## config.mk

```make
export PLATFORM = sky130hd
export DESIGN_NAME = bank_mem_selftest
export DESIGN_NICKNAME = d
export VERILOG_FILES = /design/src/rtl/bms_pkg.sv /design/src/rtl/bms_walker.sv /design/src/rtl/bms_judge.sv /design/src/rtl/bank_mem_selftest.sv
export SDC_FILE = /design/constraint.sdc
export NUM_CORES = 1
export LEC_CHECK = 0
export BUFFER_PORTS_ARGS = -buffer_cell sky130_fd_sc_hd__buf_2
export CORE_MARGIN = 3
export CORE_UTILIZATION = 50
export DETAILED_ROUTE_END_ITERATION = 10
export PLACE_DENSITY = 0.83
export SETUP_SLACK_MARGIN = 0.5
export SKIP_LAST_GASP = 1
export SLEW_MARGIN = 20
export SYNTH_ARGS = -nofsm -noshare
export SYNTH_HDL_FRONTEND = slang
export SYNTH_SLANG_ARGS = --single-unit
```

## constraint.sdc

```tcl
create_clock -name clk -period 4.12 [get_ports clk]
set_input_delay 0.824 -clock clk [delete_from_list [all_inputs] [get_ports clk]]
set_output_delay 0.824 -clock clk [all_outputs]
set_load 0.03 [all_outputs]
```

## src/rtl/bms_pkg.sv

```systemverilog
package bms_pkg;
   typedef enum logic [2:0] {
      ST_IDLE, ST_SEL, ST_ACC, ST_WAIT, ST_DONE
   } bms_state_e;

   // sweep order matters: fill, check pattern, clear, check zero
   typedef enum logic [1:0] {
      PH_FILL, PH_CHKPAT, PH_CLEAR, PH_CHKZERO
   } bms_phase_e;

   localparam logic [1:0] FC_NONE    = 2'd0;
   localparam logic [1:0] FC_PATTERN = 2'd1;
   localparam logic [1:0] FC_ZERO    = 2'd2;

   function automatic logic phase_reads(bms_phase_e p);
      return (p == PH_CHKPAT) || (p == PH_CHKZERO);
   endfunction

   function automatic logic phase_zero(bms_phase_e p);
      return (p == PH_CLEAR) || (p == PH_CHKZERO);
   endfunction
endpackage

```

## src/rtl/bms_walker.sv

```systemverilog
// Bank / word position counter shared by all four sweeps.
module bms_walker #(
   parameter int NUM_BANKS      = 4,
   parameter int WORDS_PER_BANK = 4096,
   localparam int BANK_W = (NUM_BANKS > 1) ? $clog2(NUM_BANKS) : 1,
   localparam int WORD_W = $clog2(WORDS_PER_BANK)
) (
   input  logic              clk,
   input  logic              rst_n,
   input  logic              restart,
   input  logic              step,
   output logic [BANK_W-1:0] bank,
   output logic [WORD_W-1:0] word,
   output logic              last_word,
   output logic              last_bank
);
   assign last_word = (word == WORD_W'(WORDS_PER_BANK - 1));
   assign last_bank = (bank == BANK_W'(NUM_BANKS - 1));

   always_ff @(posedge clk or negedge rst_n) begin
      if (!rst_n) begin
         bank <= '0;
         word <= '0;
      end else if (restart) begin
         bank <= '0;
         word <= '0;
      end else if (step) begin
         if (last_word) begin
            word <= '0;
            bank <= last_bank ? '0 : bank + 1'b1;
         end else begin
            word <= word + 1'b1;
         end
      end
   end
endmodule

```

## src/rtl/bms_judge.sv

```systemverilog
// Expected-value generator, comparator and failure report capture.
module bms_judge #(
   parameter int              DATA_W = 16,
   parameter int              WORD_W = 12,
   parameter int              BANK_W = 2,
   parameter logic [DATA_W-1:0] SEED = '0
) (
   input  logic              clk,
   input  logic              rst_n,
   input  logic              clear,
   input  logic              zero_mode,
   input  logic              sample,
   input  logic [BANK_W-1:0] bank,
   input  logic [WORD_W-1:0] word,
   input  logic [DATA_W-1:0] rdata,
   output logic [DATA_W-1:0] expect_val,
   output logic              mismatch,
   output logic [BANK_W-1:0] cap_bank,
   output logic [WORD_W-1:0] cap_word,
   output logic [DATA_W-1:0] cap_read,
   output logic [DATA_W-1:0] cap_expect
);
   assign expect_val = zero_mode ? '0 : DATA_W'(SEED + DATA_W'(word));
   assign mismatch   = sample && (rdata != expect_val);

   always_ff @(posedge clk or negedge rst_n) begin
      if (!rst_n) begin
         cap_bank   <= '0;
         cap_word   <= '0;
         cap_read   <= '0;
         cap_expect <= '0;
      end else if (clear) begin
         cap_bank   <= '0;
         cap_word   <= '0;
         cap_read   <= '0;
         cap_expect <= '0;
      end else if (mismatch) begin
         cap_bank   <= bank;
         cap_word   <= word;
         cap_read   <= rdata;
         cap_expect <= expect_val;
      end
   end
endmodule

```

## src/rtl/bank_mem_selftest.sv

```systemverilog
module bank_mem_selftest
   import bms_pkg::*;
#(
   parameter int              NUM_BANKS      = 4,
   parameter int              WORDS_PER_BANK = 4096,
   parameter int              DATA_W         = 16,
   parameter int              RD_LAT         = 1,
   parameter logic [DATA_W-1:0] SEED         = '0,
   localparam int BANK_W = (NUM_BANKS > 1) ? $clog2(NUM_BANKS) : 1,
   localparam int WORD_W = $clog2(WORDS_PER_BANK)
) (
   input  logic              clk,
   input  logic              rst_n,
   input  logic              start,
   output logic              done,
   output logic              pass,
   output logic [1:0]        fail_code,
   output logic [BANK_W-1:0] fail_bank,
   output logic [WORD_W-1:0] fail_word,
   output logic [DATA_W-1:0] fail_read,
   output logic [DATA_W-1:0] fail_expect,
   output logic              bank_sel_we,
   output logic              bank_sel_en,
   output logic [BANK_W-1:0] bank_sel_num,
   output logic              mem_we,
   output logic              mem_re,
   output logic [WORD_W-1:0] mem_addr,
   output logic [DATA_W-1:0] mem_wdata,
   input  logic [DATA_W-1:0] mem_rdata
);
   generate
      if (NUM_BANKS < 1)       begin : g_bad_banks $error("NUM_BANKS must be >= 1"); end
      if (WORDS_PER_BANK < 2)  begin : g_bad_words $error("WORDS_PER_BANK must be >= 2"); end
      if (WORD_W > DATA_W)     begin : g_bad_width $error("word offset wider than data"); end
      if (RD_LAT < 1)          begin : g_bad_lat   $error("RD_LAT must be >= 1"); end
   endgenerate

   bms_state_e        state_q;
   bms_phase_e        phase_q;
   logic [1:0]        code_q;
   logic [BANK_W-1:0] bank;
   logic [WORD_W-1:0] word;
   logic              last_word, last_bank;
   logic              launch, step, sample, lat_last, lat_load, mismatch, rd_phase;
   logic [DATA_W-1:0] expect_val;

   assign rd_phase = phase_reads(phase_q);
   assign launch   = start && (state_q == ST_IDLE || state_q == ST_DONE);
   assign lat_load = (state_q == ST_ACC) && rd_phase;
   assign sample   = (state_q == ST_WAIT) && lat_last;
   assign step     = ((state_q == ST_ACC) && !rd_phase) || (sample && !mismatch);

   // read latency: a single wait cycle needs no counter
   generate
      if (RD_LAT == 1) begin : g_lat_one
         assign lat_last = 1'b1;
      end else begin : g_lat_multi
         localparam int LAT_W = $clog2(RD_LAT);
         logic [LAT_W-1:0] lat_q;
         always_ff @(posedge clk or negedge rst_n) begin
            if (!rst_n)                       lat_q <= '0;
            else if (lat_load)                lat_q <= LAT_W'(RD_LAT - 1);
            else if (state_q == ST_WAIT && lat_q != '0) lat_q <= lat_q - 1'b1;
         end
         assign lat_last = (lat_q == '0);
      end
   endgenerate

   bms_walker #(.NUM_BANKS(NUM_BANKS), .WORDS_PER_BANK(WORDS_PER_BANK)) u_walk (
      .clk(clk), .rst_n(rst_n), .restart(launch), .step(step),
      .bank(bank), .word(word), .last_word(last_word), .last_bank(last_bank)
   );

   bms_judge #(.DATA_W(DATA_W), .WORD_W(WORD_W), .BANK_W(BANK_W), .SEED(SEED)) u_judge (
      .clk(clk), .rst_n(rst_n), .clear(launch), .zero_mode(phase_zero(phase_q)),
      .sample(sample), .bank(bank), .word(word), .rdata(mem_rdata),
      .expect_val(expect_val), .mismatch(mismatch),
      .cap_bank(fail_bank), .cap_word(fail_word),
      .cap_read(fail_read), .cap_expect(fail_expect)
   );

   always_ff @(posedge clk or negedge rst_n) begin
      if (!rst_n) begin
         state_q <= ST_IDLE;
         phase_q <= PH_FILL;
         code_q  <= FC_NONE;
      end else if (launch) begin
         state_q <= ST_SEL;
         phase_q <= PH_FILL;
         code_q  <= FC_NONE;
      end else begin
         case (state_q)
            ST_SEL:  state_q <= ST_ACC;
            ST_ACC:  if (rd_phase) state_q <= ST_WAIT;
            ST_WAIT: if (mismatch) begin
                        state_q <= ST_DONE;
                        code_q  <= (phase_q == PH_CHKPAT) ? FC_PATTERN : FC_ZERO;
                     end
            default: ;
         endcase
         if (step) begin
            if (!last_word) begin
               state_q <= ST_ACC;
            end else if (!last_bank) begin
               state_q <= ST_SEL;
            end else if (phase_q == PH_CHKZERO) begin
               state_q <= ST_DONE;
            end else begin
               phase_q <= bms_phase_e'(phase_q + 2'd1);
               state_q <= ST_SEL;
            end
         end
      end
   end

   assign done         = (state_q == ST_DONE);
   assign pass         = done && (code_q == FC_NONE);
   assign fail_code    = code_q;
   assign bank_sel_we  = (state_q == ST_SEL);
   assign bank_sel_en  = (state_q == ST_SEL);
   assign bank_sel_num = bank;
   assign mem_we       = (state_q == ST_ACC) && !rd_phase;
   assign mem_re       = lat_load;
   assign mem_addr     = word;
   assign mem_wdata    = expect_val;
endmodule

```

======== Word-level counts from Yosys, hierarchy flattened ========
Index checks and enable logic that the tools add are counted.
storage, ports and cells
  input bits .............................. 19
  output and inout port bits .............. 84
  logic and storage cells ................. 82
  register bits ........................... 67
operators by class
  muxes and demuxes ....................... 33
  $add $sub $neg .......................... 3
  reduce and logical (&&, ||, !) cells .... 24
  equality and inequality tests ........... 13
operator list
  kind                   number
  $mux 12                6
  $mux 16                4
  $mux 2                 15
  $mux 3                 7
  $ne 16x16->1           1
  $add 12x1->12 const B  1
  $eq 12x12->1 const B   1
  $reduce_bool 2->1      5
  $pmux 3 s3             1
  $eq 2x2->1 const B     3
  $eq 3x2->1 const B     2
  $logic_and 1x1->1      6
  $reduce_bool 5->1      1
  $add 2x1->2 const B    2
  $logic_or 1x1->1       4
  $ne 4x3->1 const B     1
  $ne 4x4->1 const B     1
  $reduce_and 2->1       2
  $reduce_and 4->1       1
  $eq 3x1->1 const B     1
  $eq 3x3->1 const B     1
  $logic_not 3->1        1
  $reduce_and 3->1       1
  $eq 2x1->1 const B     1
  other kinds (3)        4

======== Logic depth before layout (Yosys ltp) ========
  depth in word-level cells ............... 10
  gate-level depth with buffers ........... 11
  gate-level depth less buffers ........... 9

======== Cells and area by module ========
A second synthesis with hierarchy kept.
unflattened totals
  cells, all modules ...................... 468
  area total of the unflattened synthesis .. 4240.3 sq um
by module, submodules not included
  module             sequential area each (sq um)  area an instance (sq um)  cells an instance  times used
  bms_judge          1051.0                        3005.4                    342                1
  bms_walker         350.3                         735.7                     71                 1
  bank_mem_selftest  175.2                         499.2                     55                 1

======== Worst setup path after synthesis ========
Ideal clock, no wire load.
  path kind ............................... register to output
  from .................................... register state_q[1]
  to ...................................... output pass
  path slack .............................. 1196 ps
  buffers on the path ..................... 1
  arrival time ............................ 2100 ps
  stages on the path, launching flop included .. 4
  required time ........................... 3296 ps
  cells stage by stage .................... dfrtp_1 -> clkbuf_1 -> nor3_1 -> nor3b_1
between the ends
  longest elaborated chain between the ends .. 2
ends and longest elaborated chain
  element                 RTL line                  source
  start, declared         bank_mem_selftest.sv:38   bms_state_e state_q;
  start signal, assigned  bank_mem_selftest.sv:84   state_q <= ST_IDLE;
  start signal, assigned  bank_mem_selftest.sv:88   state_q <= ST_SEL;
  start signal, assigned  bank_mem_selftest.sv:93   ST_SEL: state_q <= ST_ACC;
  $eq 3x3->1              bank_mem_selftest.sv:116  assign done = (state_q == ST_DONE);
  net done                bank_mem_selftest.sv:15   output logic done,
  $logic_and 1x1->1       bank_mem_selftest.sv:117  assign pass = done && (code_q == FC_NONE);
  end, declared           bank_mem_selftest.sv:16   output logic pass,
The timed path passes the listed nets, and every way through them passes these cells.

======== Worst setup path after layout ========
  from .................................... register phase_q[1]
  to ...................................... output mem_we
between the ends
  longest elaborated chain between the ends .. 4
  elaborated cells between the ends (all ways) .. 5
  classes of those cells .................. eq/ne (2); reduce/logical (3)
ends and longest elaborated chain
  element                                          RTL line                  source
  start, declared                                  bank_mem_selftest.sv:39   bms_phase_e phase_q;
  start signal, assigned                           bank_mem_selftest.sv:109  phase_q <= bms_phase_e'(phase_q + 2'd1);
  $eq 2x1->1 / $eq 2x2->1 (equally long branches)  bms_pkg.sv:16             return (p == PH_CHKPAT) || (p == PH_CHKZERO);
  $logic_or 1x1->1 (*)                             bms_pkg.sv:16
  $logic_not 1->1 (*)                              bank_mem_selftest.sv:122  assign mem_we = (state_q == ST_ACC) && !rd_phase;
  $logic_and 1x1->1 (*)                            bank_mem_selftest.sv:122
  end, declared                                    bank_mem_selftest.sv:25   output logic mem_we,
Every way passes the cells marked *; elsewhere a longest branch is shown, timed or not.

==> impl_metrics.env <==
export IMPL_period_share=0.8068
export IMPL_hold_slack_ns=0.4907
export IMPL_path_clk_slew_ns=0.07
export IMPL_syn_inst=389
export IMPL_grt_overflow_total=0
export IMPL_gp_congestion=0.8801
export IMPL_cts_max_path_buffers=2
export IMPL_ys_flop_type="dfrtp_1"
export IMPL_wl_per_cell_um=16.51
export IMPL_synth_area_per_cell_um2=8.646
export IMPL_rsz0062_at_grt="no"
export IMPL_seqPwrFrac=0.337
export IMPL_holdCritPathClass="reg -> reg"
export IMPL_cp_max_fo=28
export IMPL_synth_edff_count=0
export IMPL_cts_tree="yes"
export IMPL_postSynth_asyncResetShare=1.000
export IMPL_fmax_ghz=0.3008
export IMPL_yosysWarnings=0
export IMPL_crit_path_frequent_cell="inv_1"
export IMPL_avgViaCountPerCell=5.782
export IMPL_synthTopCellsByArea="dfrtp_1, nand2_1, nand3_1"
export IMPL_grt_pass1_wl_um=14240
export IMPL_antenna_found_initial=0
export IMPL_fill_cells=537
export IMPL_endpoint_kind="output port"
export IMPL_grt_max_degree=54
export IMPL_ys_seq_area_frac=0.4687
export IMPL_setup_ws_ns=0.7961
export IMPL_portBuffers=94
export IMPL_synth_largest_area_cell="dfrtp_1"
export IMPL_fin_area_um2=4044
export IMPL_synth_seq_cells=63
export IMPL_vdd_ir_drop_max_mv=0.3689
export IMPL_cts_setup_buffers=0
export IMPL_crit_chain="inv_1 -> ha_1 -> nor2_1 -> nand3_1 -> inv_1 -> buf_2"
export IMPL_p_switching_mw=1.086
export IMPL_arrival_ns=2.50
export IMPL_leakagePower_nw=2.216
export IMPL_dpl_instance_area_um2=3794
export IMPL_track_usage=0.2395
export IMPL_grt_pass1_vias=2899
export IMPL_cts_hold_buf=0
export IMPL_synth_area_um2=3363
export IMPL_slowest_delay_ns=0.92
export IMPL_start_util=0.5237
export IMPL_crit_path_start_kind="flop"
export IMPL_fp_dieH_um=88.02
export IMPL_dpl_hpwl_um=6084
export IMPL_yosysTopAreaCellShare=0.4688
export IMPL_required_ns=3.30
export IMPL_antennaDiodeCount=0
export IMPL_drtIter0Drc=327
export IMPL_critPathBufInv=3
export IMPL_pin_count=103
export IMPL_maxCapViolCount=0
export IMPL_die_w_um=88.02
export IMPL_cts_buffers=9
export IMPL_cts_resized=0
export IMPL_areaGrowthSynthToFinish_pct=20.24
export IMPL_slew_limit_headroom=0.3221
export IMPL_cts_num_sinks=63
export IMPL_cts_root_buf="clkbuf_8"
export IMPL_worst_pin_slew_ns=1.012
export IMPL_pre_cts_ws_ns=0.8576
export IMPL_wirelength_um=9081
export IMPL_ctsHtreeMaxLevel=3
export IMPL_intPower_mw=1.448
export IMPL_slew_violations=0
export IMPL_drive_gt1_frac=0.2558
export IMPL_rows=29
export IMPL_p_comb_frac=0.397
export IMPL_critical_path_class="reg -> out"
export IMPL_period_minus_slack_ns=3.324
export IMPL_clock_latency_ns=0.34
export IMPL_core_area_um2=6422
export IMPL_skew_ns=0.006624
export IMPL_status="finished clean"
export IMPL_clkPwrFrac=0.266
export IMPL_totalPowerFinal_mw=2.533
export IMPL_yosysUniqueCellTypes=48
export IMPL_vias=3180
export IMPL_slowest_stage="dfrtp_1"
export IMPL_drc=0
export IMPL_die_area_um2=7747
export IMPL_critPathTopFamily="flip-flops"
export IMPL_swShare=0.4285
export IMPL_dr_pass1_iters=5
export IMPL_setup_violations=0
export IMPL_finalNetCount=492
export IMPL_drtAntennaViolNets=0
export IMPL_powerDensity_nw_per_um2=626.4
export IMPL_finalHoldViolations=0
export IMPL_tns_ns=0
[power by group through the flow]
stage	Clock, mW	Sequential [mW]	Combinational (mW)
2_1_floorplan	0	1.01	0.590
6_report	0.673	0.854	1.01
3_3_place_gp	0	0.858	0.984
4_1_cts	0.687	0.851	1.01
3_5_place_dp	0	0.863	1.01
5_1_grt	0.711	0.871	1.10
[cell usage in the layout, fill, tap and decap left out, drive strengths merged, types with 5 or more instances in the layout]
cell / count
xnor2: 5
inv: 10
o21ai: 24
nor2: 26
a21o: 8
dfrtp: 63
clkbuf: 12
nand2: 70
o31ai: 9
buf: 98
nand3: 50
a21oi: 11
nor2b: 11
and3: 11
conb: 8
a31oi: 6
[flip-flops by register name, indices dropped and copies added (netlist names)]
register and flops:
u_judge.cap_read 16, u_walk.word 12, fail_code 2, state_q 3, phase_q 2, u_judge.cap_word 12
u_judge.cap_bank 2, u_judge.cap_expect 12, u_walk.bank 2
[cell families (layout without fill, tap and decap cells)]
group | after synthesis | in the layout | share of synthesized area
buf+inv | 46 | 123 | 0.07180
mux | 2 | 2 | 0.006696
other cells | 1 | 8 | 0.001115
simple gates | 197 | 197 | 0.2846
fa+ha+maj | 4 | 4 | 0.01488
compound gates | 71 | 71 | 0.1391
xor+xnor | 5 | 5 | 0.01302
flops | 63 | 63 | 0.4687
[layout make-up]
type,instances,area [µm²],area share
clock inverters,3,90.09,0.02228
well taps,77,96.34,0.02382
repair buffers,98,503.0,0.1244
inverters,10,37.54,0.009282
multi-input cells,287,1585,0.3920
clock buffers,12,155.1,0.03837
flip-flops and latches,63,1577,0.3899
[tightest hold or removal path, delay by kind of cell (launching register included)]
kind | cells | cell delay, ns
flip-flops | 1 | 0.34
AND/OR/NAND/NOR | 2 | 0.12
[metrics by stage]
stage | utilization | cells
global route | 0.6297 | 550
floorplan | - | 396
finish | 0.6297 | 550
global placement | 0.5907 | 535
CTS | 0.6289 | 550
detailed placement | 0.5907 | 535
[path summary, 6_finish.rpt]
| path | endpoint | startpoint | slack [ns] | cells after the start |
|---|---|---|---|---|
| hold / removal | u_judge.cap_read[0] | u_judge.cap_read[0] | 0.49 | 2 |
| max in group asynchronous | fail_code[0] | rst_n | 2.95 | 2 |
| min in group asynchronous | u_judge.cap_expect[5] | rst_n | 0.50 | 1 |
| setup reg to reg | u_walk.word[5] | phase_q[1] | 1.16 | 7 |
| setup / recovery | mem_we | phase_q[1] | 0.80 | 6 |
| hold reg to reg | u_judge.cap_read[0] | u_judge.cap_read[0] | 0.49 | 2 |
[per-layer routing]
| layer | global-route usage | routed length [µm] |
|---|---|---|
| met1 | 0.3289 | 3847 |
| met2 | 0.3733 | 4238 |
| met3 | 0.06115 | 876 |
| met4 | 0.07692 | 118 |
| met5 | 0 | 0 |
[synth_stat cells, drive strengths merged, types with 2 or more instances]
| cell type | number |
|---|---|
| nand2 | 70 |
| dfrtp | 63 |
| nand3 | 50 |
| nor2 | 26 |
| o21ai | 24 |
| clkbuf | 21 |
| buf | 15 |
| a21oi | 11 |
| and3 | 11 |
| nor2b | 11 |
| inv | 10 |
| o31ai | 9 |
| a21o | 8 |
| a31oi | 6 |
| xnor2 | 5 |
| and2 | 4 |
| ha | 4 |
| nand4 | 4 |
| nand2b | 3 |
| nor3 | 3 |
| nor4bb | 3 |
| or4 | 3 |
| a211oi | 2 |
| a31o | 2 |
| and4 | 2 |
| mux2 | 2 |
| o211ai | 2 |
| or3 | 2 |
(Power assumes the default switching activity.)
